### src/rtl/trap_pkg.sv
package trap_pkg;
  typedef enum logic [1:0] {
    RT_RED  = 2'd0,
    RT_HYP  = 2'd1,
    RT_PRIV = 2'd2,
    RT_ERR  = 2'd3
  } route_e;

  typedef enum logic [1:0] {
    MD_USER = 2'd0,
    MD_PRIV = 2'd1,
    MD_HYP  = 2'd2
  } mode_e;

  localparam logic [39:0] RED_BASE   = 40'hFF_F000_0000;
  localparam int unsigned TT_RED     = 5;
  localparam int unsigned TT_GWDOG   = 2;
  localparam int unsigned TT_POR     = 1;
  localparam int unsigned HYP_TT_CUT = 384;
endpackage

### src/rtl/trap_mode_sel.sv
module trap_mode_sel
  import trap_pkg::*;
(
  input  logic       hpriv_i,
  input  logic       priv_i,
  input  logic [5:0] tgt_code_i,
  output mode_e      target_o
);
  mode_e      cur;
  logic [1:0] code;

  always_comb begin
    if (hpriv_i)     cur = MD_HYP;
    else if (priv_i) cur = MD_PRIV;
    else             cur = MD_USER;
  end

  always_comb begin
    unique case (cur)
      MD_HYP:  code = tgt_code_i[5:4];
      MD_PRIV: code = tgt_code_i[3:2];
      default: code = tgt_code_i[1:0];
    endcase
  end

  // code 1: stay in hyper if already there, else go privileged
  always_comb begin
    unique case (code)
      2'd0:    target_o = MD_PRIV;
      2'd1:    target_o = (cur == MD_HYP) ? MD_HYP : MD_PRIV;
      default: target_o = MD_HYP;
    endcase
  end
endmodule

### src/rtl/trap_router.sv
module trap_router
  import trap_pkg::*;
#(
  parameter int unsigned TLW     = 3,
  parameter int unsigned TTW     = 9,
  parameter int unsigned MAX_TL  = 6,
  parameter int unsigned MAX_PTL = 2
) (
  input  logic [TLW-1:0] tl_i,
  input  logic           red_i,
  input  logic           por_i,
  input  logic [TTW-1:0] tt_i,
  input  mode_e          target_i,
  output route_e         route_o,
  output logic [TTW-1:0] vec_tt_o
);
  localparam logic [TLW-1:0] TL_RED = TLW'(MAX_TL - 1);
  localparam logic [TLW-1:0] TL_ERR = TLW'(MAX_TL);
  localparam logic [TLW-1:0] TL_PTL = TLW'(MAX_PTL);
  localparam logic [TTW-1:0] TT_CUT = TTW'(HYP_TT_CUT);

  always_comb begin
    route_o  = RT_PRIV;
    vec_tt_o = tt_i;
    if (por_i) begin
      route_o  = RT_RED;
      vec_tt_o = TTW'(TT_POR);
    end else if (red_i || tl_i == TL_RED) begin
      route_o  = RT_RED;
      vec_tt_o = TTW'(TT_RED);
    end else if (tl_i >= TL_ERR) begin
      route_o  = RT_ERR;
    end else if (tl_i > TL_PTL && target_i == MD_PRIV) begin
      route_o  = RT_HYP;
      vec_tt_o = TTW'(TT_GWDOG);
    end else if (target_i == MD_HYP || tt_i >= TT_CUT) begin
      route_o  = RT_HYP;
    end
  end
endmodule

### src/rtl/trap_vec_gen.sv
module trap_vec_gen
  import trap_pkg::*;
#(
  parameter int unsigned AW  = 64,
  parameter int unsigned TLW = 3,
  parameter int unsigned TTW = 9
) (
  input  route_e         route_i,
  input  logic [TTW-1:0] vec_tt_i,
  input  logic [TLW-1:0] tl_i,
  input  logic [AW-1:0]  tba_i,
  input  logic [AW-1:0]  htba_i,
  output logic [AW-1:0]  pc_o,
  output logic [AW-1:0]  npc_o
);
  localparam logic [AW-1:0] M14   = AW'(14'h3FFF);
  localparam logic [AW-1:0] M15   = AW'(15'h7FFF);
  localparam logic [AW-1:0] BIT14 = AW'(15'h4000);
  localparam logic [AW-1:0] M8    = AW'(8'hFF);

  logic [AW-1:0] tt_sh;
  assign tt_sh = AW'(vec_tt_i) << 5;

  always_comb begin
    unique case (route_i)
      RT_RED:  pc_o = AW'(RED_BASE) | (tt_sh & M8);
      RT_HYP:  pc_o = (htba_i & ~M14) | (tt_sh & M14);
      RT_PRIV: pc_o = (tba_i & ~M15) | ((tl_i != '0) ? BIT14 : '0) | (tt_sh & M14);
      default: pc_o = '0;
    endcase
    npc_o = (route_i == RT_ERR) ? '0 : pc_o + AW'(4);
  end
endmodule

### src/rtl/trap_dispatch.sv
module trap_dispatch
  import trap_pkg::*;
#(
  parameter int unsigned AW      = 64,
  parameter int unsigned TTW     = 9,
  parameter int unsigned MAX_TL  = 6,
  parameter int unsigned MAX_PTL = 2,
  localparam int unsigned TLW    = $clog2(MAX_TL + 2)
) (
  input  logic           clk_i,
  input  logic           rst_ni,
  input  logic           trap_req_i,
  input  logic           por_i,
  input  logic [TLW-1:0] tl_i,
  input  logic           hpriv_i,
  input  logic           priv_i,
  input  logic           red_i,
  input  logic [TTW-1:0] tt_i,
  input  logic [5:0]     tgt_code_i,
  input  logic [AW-1:0]  tba_i,
  input  logic [AW-1:0]  htba_i,
  output logic           valid_o,
  output logic [1:0]     route_o,
  output logic [TTW-1:0] eff_tt_o,
  output logic [AW-1:0]  pc_o,
  output logic [AW-1:0]  npc_o,
  output logic           por_init_o
);
  mode_e          target;
  route_e         route_d;
  logic [TTW-1:0] vec_tt;
  logic [AW-1:0]  pc_d, npc_d;

  trap_mode_sel u_mode (
    .hpriv_i    (hpriv_i),
    .priv_i     (priv_i),
    .tgt_code_i (tgt_code_i),
    .target_o   (target)
  );

  trap_router #(.TLW(TLW), .TTW(TTW), .MAX_TL(MAX_TL), .MAX_PTL(MAX_PTL)) u_route (
    .tl_i     (tl_i),
    .red_i    (red_i),
    .por_i    (por_i),
    .tt_i     (tt_i),
    .target_i (target),
    .route_o  (route_d),
    .vec_tt_o (vec_tt)
  );

  trap_vec_gen #(.AW(AW), .TLW(TLW), .TTW(TTW)) u_vec (
    .route_i  (route_d),
    .vec_tt_i (vec_tt),
    .tl_i     (tl_i),
    .tba_i    (tba_i),
    .htba_i   (htba_i),
    .pc_o     (pc_d),
    .npc_o    (npc_d)
  );

  always_ff @(posedge clk_i or negedge rst_ni) begin
    if (!rst_ni) begin
      valid_o    <= 1'b0;
      por_init_o <= 1'b0;
      route_o    <= '0;
      eff_tt_o   <= '0;
      pc_o       <= '0;
      npc_o      <= '0;
    end else begin
      valid_o    <= trap_req_i | por_i;
      por_init_o <= por_i;
      if (trap_req_i | por_i) begin
        route_o  <= route_d;
        eff_tt_o <= vec_tt;
        pc_o     <= pc_d;
        npc_o    <= npc_d;
      end
    end
  end
endmodule

### config.mk
export PLATFORM = sky130hd
export DESIGN_NAME = trap_dispatch
export DESIGN_NICKNAME = d
export VERILOG_FILES = /design/src/rtl/trap_pkg.sv /design/src/rtl/trap_mode_sel.sv /design/src/rtl/trap_router.sv /design/src/rtl/trap_vec_gen.sv /design/src/rtl/trap_dispatch.sv
export SDC_FILE = /design/constraint.sdc
export NUM_CORES = 1
export LEC_CHECK = 0
export ABC_AREA = 1
export BUFFER_PORTS_ARGS = -buffer_cell sky130_fd_sc_hd__buf_2
export CORE_MARGIN = 8
export CORE_UTILIZATION = 40
export DETAILED_ROUTE_END_ITERATION = 8
export GPL_TIMING_DRIVEN = 0
export HOLD_SLACK_MARGIN = 0.05
export PLACE_DENSITY = 0.86
export SLEW_MARGIN = 20
export SYNTH_ARGS = -nofsm -noshare
export SYNTH_HDL_FRONTEND = slang
export SYNTH_SLANG_ARGS = --single-unit
### constraint.sdc
create_clock -name clk_i -period 0.8 [get_ports clk_i]
set_input_delay 0.04 -clock clk_i [delete_from_list [all_inputs] [get_ports clk_i]]
set_output_delay 0.04 -clock clk_i [all_outputs]
set_load 0.1 [all_outputs]
### Word level (Yosys, flattened, before mapping)

Cells that the tools add are included.

* register bits: 141
* input port bits: 153
* output and inout port bits: 141
* word-level logic and storage cells: 46

* add/sub/neg operators: 1
* $lt $le $gt $ge: 3
* eq/ne operators: 9
* multiplexer cells: 17
* bitwise operators: 4
* reduce and logical (&&, ||, !) cells: 6

Operators with widths (number)
* 64-bit case mux with 3 select lines: 1
* 64-bit by 14-bit bitwise OR with 64-bit output: 2
* 64-bit by 3-bit adder with 64-bit output (second input constant): 1
* 64-bit 2-to-1 mux: 1
* 64-bit bitwise OR: 1
* 9-bit 2-to-1 mux: 4
* 15-bit 2-to-1 mux: 1
* 2-bit 2-to-1 mux: 7
* 9-bit greater-or-equal comparator (second input constant): 1
* 2-bit by 1-bit == test with 1-bit output (second input constant): 4
* 2-bit == test (second input constant): 4
* 2-bit case mux with 2 select lines: 2
* 2-bit zero test: 2
* 3-bit == test (second input constant): 1
* 3-bit greater-or-equal comparator (second input constant): 1
* 3-bit by 2-bit > comparator with 1-bit output (second input constant): 1
* 3-bit nonzero test: 1
* 1-bit logical OR: 2
* 1-bit logical AND: 1
* 1-bit 2-to-1 mux: 1
* 1-bit bitwise OR: 1

### Depth between registers and ports, before layout

* depth after elaboration: 17
* depth in mapped cells: 12
* mapped depth without buffers: 10

### By module

Synthesis repeated with hierarchy kept, for this count alone.

* cells, all modules: 923
* area, all modules: 6882.9 µm²

By module, submodules not included
* trap_dispatch: instances 1, cells an instance 605, area each 5549.1 µm², sequential area each 3528.4 µm²
* trap_vec_gen: instances 1, cells an instance 260, area each 1056.0 µm², sequential area each 0.0 µm²
* trap_router: instances 1, cells an instance 41, area each 205.2 µm², sequential area each 0.0 µm²
* trap_mode_sel: instances 1, cells an instance 17, area each 72.6 µm², sequential area each 0.0 µm²

### Worst setup path before layout

No wires, ideal clock.

* path type: register -> register
* from: register, netlist name route_o[0]
* to: register route_o[0]
* setup time: 0.069 ns
* data arrival time: 1.150 ns
* required time: 0.731 ns
* setup slack: -0.419 ns
* cell stages (with the launch flop): 2
* path buffers: 0
* clock period less this slack: 1.219 ns
* path through: dfrtp_1 a22o_1

RTL lines
* to (signal assigned): RTL line trap_dispatch.sv:73 `route_o <= route_d;`
* to (decl): RTL line trap_dispatch.sv:23 `output logic [1:0] route_o,`

### Worst setup path in the final report

* from: input trap_req_i
* to: register npc_o[2]

* longest elaborated chain between the ends: 1

RTL lines
* from (decl): RTL line trap_dispatch.sv:12 `input logic trap_req_i,`
* 1-bit bitwise OR: RTL line trap_dispatch.sv:72 `if (trap_req_i | por_i) begin`
* to (signal assigned): RTL line trap_dispatch.sv:76 `npc_o <= npc_d;`
* to (decl): RTL line trap_dispatch.sv:26 `output logic [AW-1:0] npc_o,`

Every way passes these cells.
A chain may end at the register's enable or synchronous reset.

==> qor.yml <==
via_per_inst: 5.933
dieWidth_um: 135.7
die_h_um: 135.7
cts_buffer_depth: 2
synth_top_area_share_pct: 57.67
grt_pass1_vias: 8074
synth_area_mm2: 0.005728
cts_sinks: 132
setup_viol: 262
drt-initial-drc-count: 1074
track_usage_pct: 32.81
syn_to_final_growth_pct: 122.9
io-pin-count: 294
ir_drop_mv: 1.577
portBuffers: 253
fin_nets: 1299
num_rows: 43
worst-setup-path-type: "in2reg"
synth.top_cells.by_area: "dfrtp_1 (58%), nand2_1 (23%), nand4_1 (3.2%)"
seq_area_mm2: 0.003541
r2r_end: "pc_o[17]"
ys_ff_latch: 132
synth-edff-count: 0
synth_area_per_cell_um2: 8.242
fin_crit_ns: 1.239
hp-class: "in2async"
yosysTopAreaCell: "dfrtp_1"
synth.most_common_cell: "nand2_1"
totalPowerFinal_mw: 23.02
cts_buffers: 17
routedWlPerCell_um: 29.52
endpoint_kind: "flop"
netlist_instances: 695
path_clk_slew_ns: 0.06
crit_fanout: 3
root_buffer: "clkbuf_16"
ys_seq_area_share_pct: 57.67
dp_hpwl_mm: 14.87
ant_nets: 0
synth-async-reset-ratio_pct: 100.0
yosys_warnings: 0
coreArea_mm2: 0.01393
critPathRequiredTime_ns: 1.15
hold_slack_ns: -0.4911
antenna_found_initial: 8
n_fill_cell: 439
firstDrtPassIters: 5
dieArea_mm2: 0.01841
rsz0062_at_grt: "yes"
tns_ns: -68.12
drive_gt1_share_pct: 59.52
grt_pass1_wl_mm: 45.73
finClkSkew_ns: 0
clock_latency_ns: 0.43
cts_tree: "done"
cp.arrival_ns: 1.59
synth_ff_type: "dfrtp_1"
power.leakage_nw: 6.248
rrSetupSlack_ns: -0.21
reg2regPathDepth: 3
final-hold-violation-count: 132
maxSlewViolCount: 0
gp_congestion: 0.8100
status: "finished, violations left"
multiInputGateArea_mm2: 0.002746
grt_max_degree: 85
max_slew.worst_pin.slew_ns: 0.5979
num_vias: 7962
rr_startpoint: "pc_o[17]"
fin_ws_ns: -0.4394
h-tree-depth: 4
grt.overflow.total: 0
powerDensity_mw_per_mm2: 1803
synth.distinct_cells: 25
initial_core_util_pct: 41.11
synthTopCellsByCount: "nand2_1 (351), dfrtp_1 (132), inv_1 (48)"
slew_headroom_pct: 60.14
drv_cap: 0
drt-total-wl_mm: 39.62
startpoint_type: "primary input"
route.detailed.drc: 0
violations: "negative hold slack, negative setup slack"
timing.fmax_mhz: 806.8
fin_crit_sh_pct: 154.9
[worst max-delay path, stage by stage]
cell           delay, ns
buf_2               0.17
inv_1               0.21
dlygate4sd3_1       0.79
nand2_2             0.21
nand2_2             0.16
[state kept, by name (all words and copies together), names as in the netlist]
| register | flops |
|---|---|
| pc_o | 59 |
| por_init_o | 1 |
| valid_o | 1 |
| npc_o | 60 |
| route_o | 2 |
| eff_tt_o | 9 |
[area by class of cell]
cell class              count  share of cell area [%]
repair buffers            428                   40.48
flip-flops and latches    132                   27.73
multi-input cells         475                   21.51
clock buffers              23                   3.665
plain buffers              42                   2.841
well taps                 180                   1.764
inverters                  50                   1.646
clock inverters             6                  0.2548
diodes                      6                  0.1176
[worst max-delay path by stage]
stage | start | end | slack (ns) | cells after the start
after floorplan | hpriv_i | npc_o[44] | -0.28 | 12
after CTS | eff_tt_o[5] | eff_tt_o[5] | -0.34 | 1
final | trap_req_i | npc_o[2] | -0.44 | 5
after detailed placement | por_i | npc_o[25] | -0.81 | 6
after global routing | tt_i[8] | npc_o[14] | -0.57 | 13
after global placement | rst_ni | pc_o[13] | -2.44 | 1
[report_power, final]
| part | switching (mW) | internal [mW] |
|---|---|---|
| sequential | 0.532 | 7.17 |
| clock | 3.18 | 4.05 |
| combinational | 5.20 | 2.90 |
| total | 8.91 | 14.1 |
[layer usage]
layer | track usage, % | part of all wire (%) | vias up
met5 | 0 | 0.058 | -
met4 | 22.21 | 9.5 | 4
met3 | 10.57 | 11 | 312
met2 | 57.19 | 48 | 772
met1 | 32.81 | 31 | 3819
li1 | - | - | 3055
[cells in the final DEF (no fill, tap or decap), drive strengths merged]
master,instances
o21ai,47
nand3,23
clkbuf,38
a21oi,2
nor2,6
dlymetal6s4s,2
conb,9
clkinv,5
nand2,355
or2,1
dlygate4sd3,103
nand4,29
nor3,1
a22o,2
dfrtp,132
buf,350
clkinvlp,1
inv,50
diode,6
[cell families (layout without fill, tap and decap cells)]
group           after synthesis  after routing  synth area share (%)
simple gates                415            415                 29.90
buf+inv                      96            549                 7.645
compound gates               51             51                 4.718
other cells                   1             15               0.06547
flops                       132            132                 57.67
[per-stage QoR]
stage	hold slack (ns)	instance area [µm²]	std cells	worst slack (ns)	utilization, %
after floorplan	-0.2556	6112	703	-0.2847	-
after global placement	0.2538	7604	1136	-2.441	54.57
after detailed placement	-0.03645	7641	1137	-0.8063	54.84
after CTS	-0.4723	11570	1309	-0.3364	83.01
after global routing	-0.4692	12770	1342	-0.5720	91.64
final	-0.4911	12770	1342	-0.4394	91.64
[timing repair]
action | CTS | global route
gates resized for setup | 554 | 284
setup buffers | 31 | 42
gates cloned | 8 | 3
pin swaps | 48 | 94
hold endpoints to repair | 258 | 135
setup endpoints to repair | 260 | 261
hold buffers | 104 | 1
Note: power is estimated with default switching activity, not from simulation.
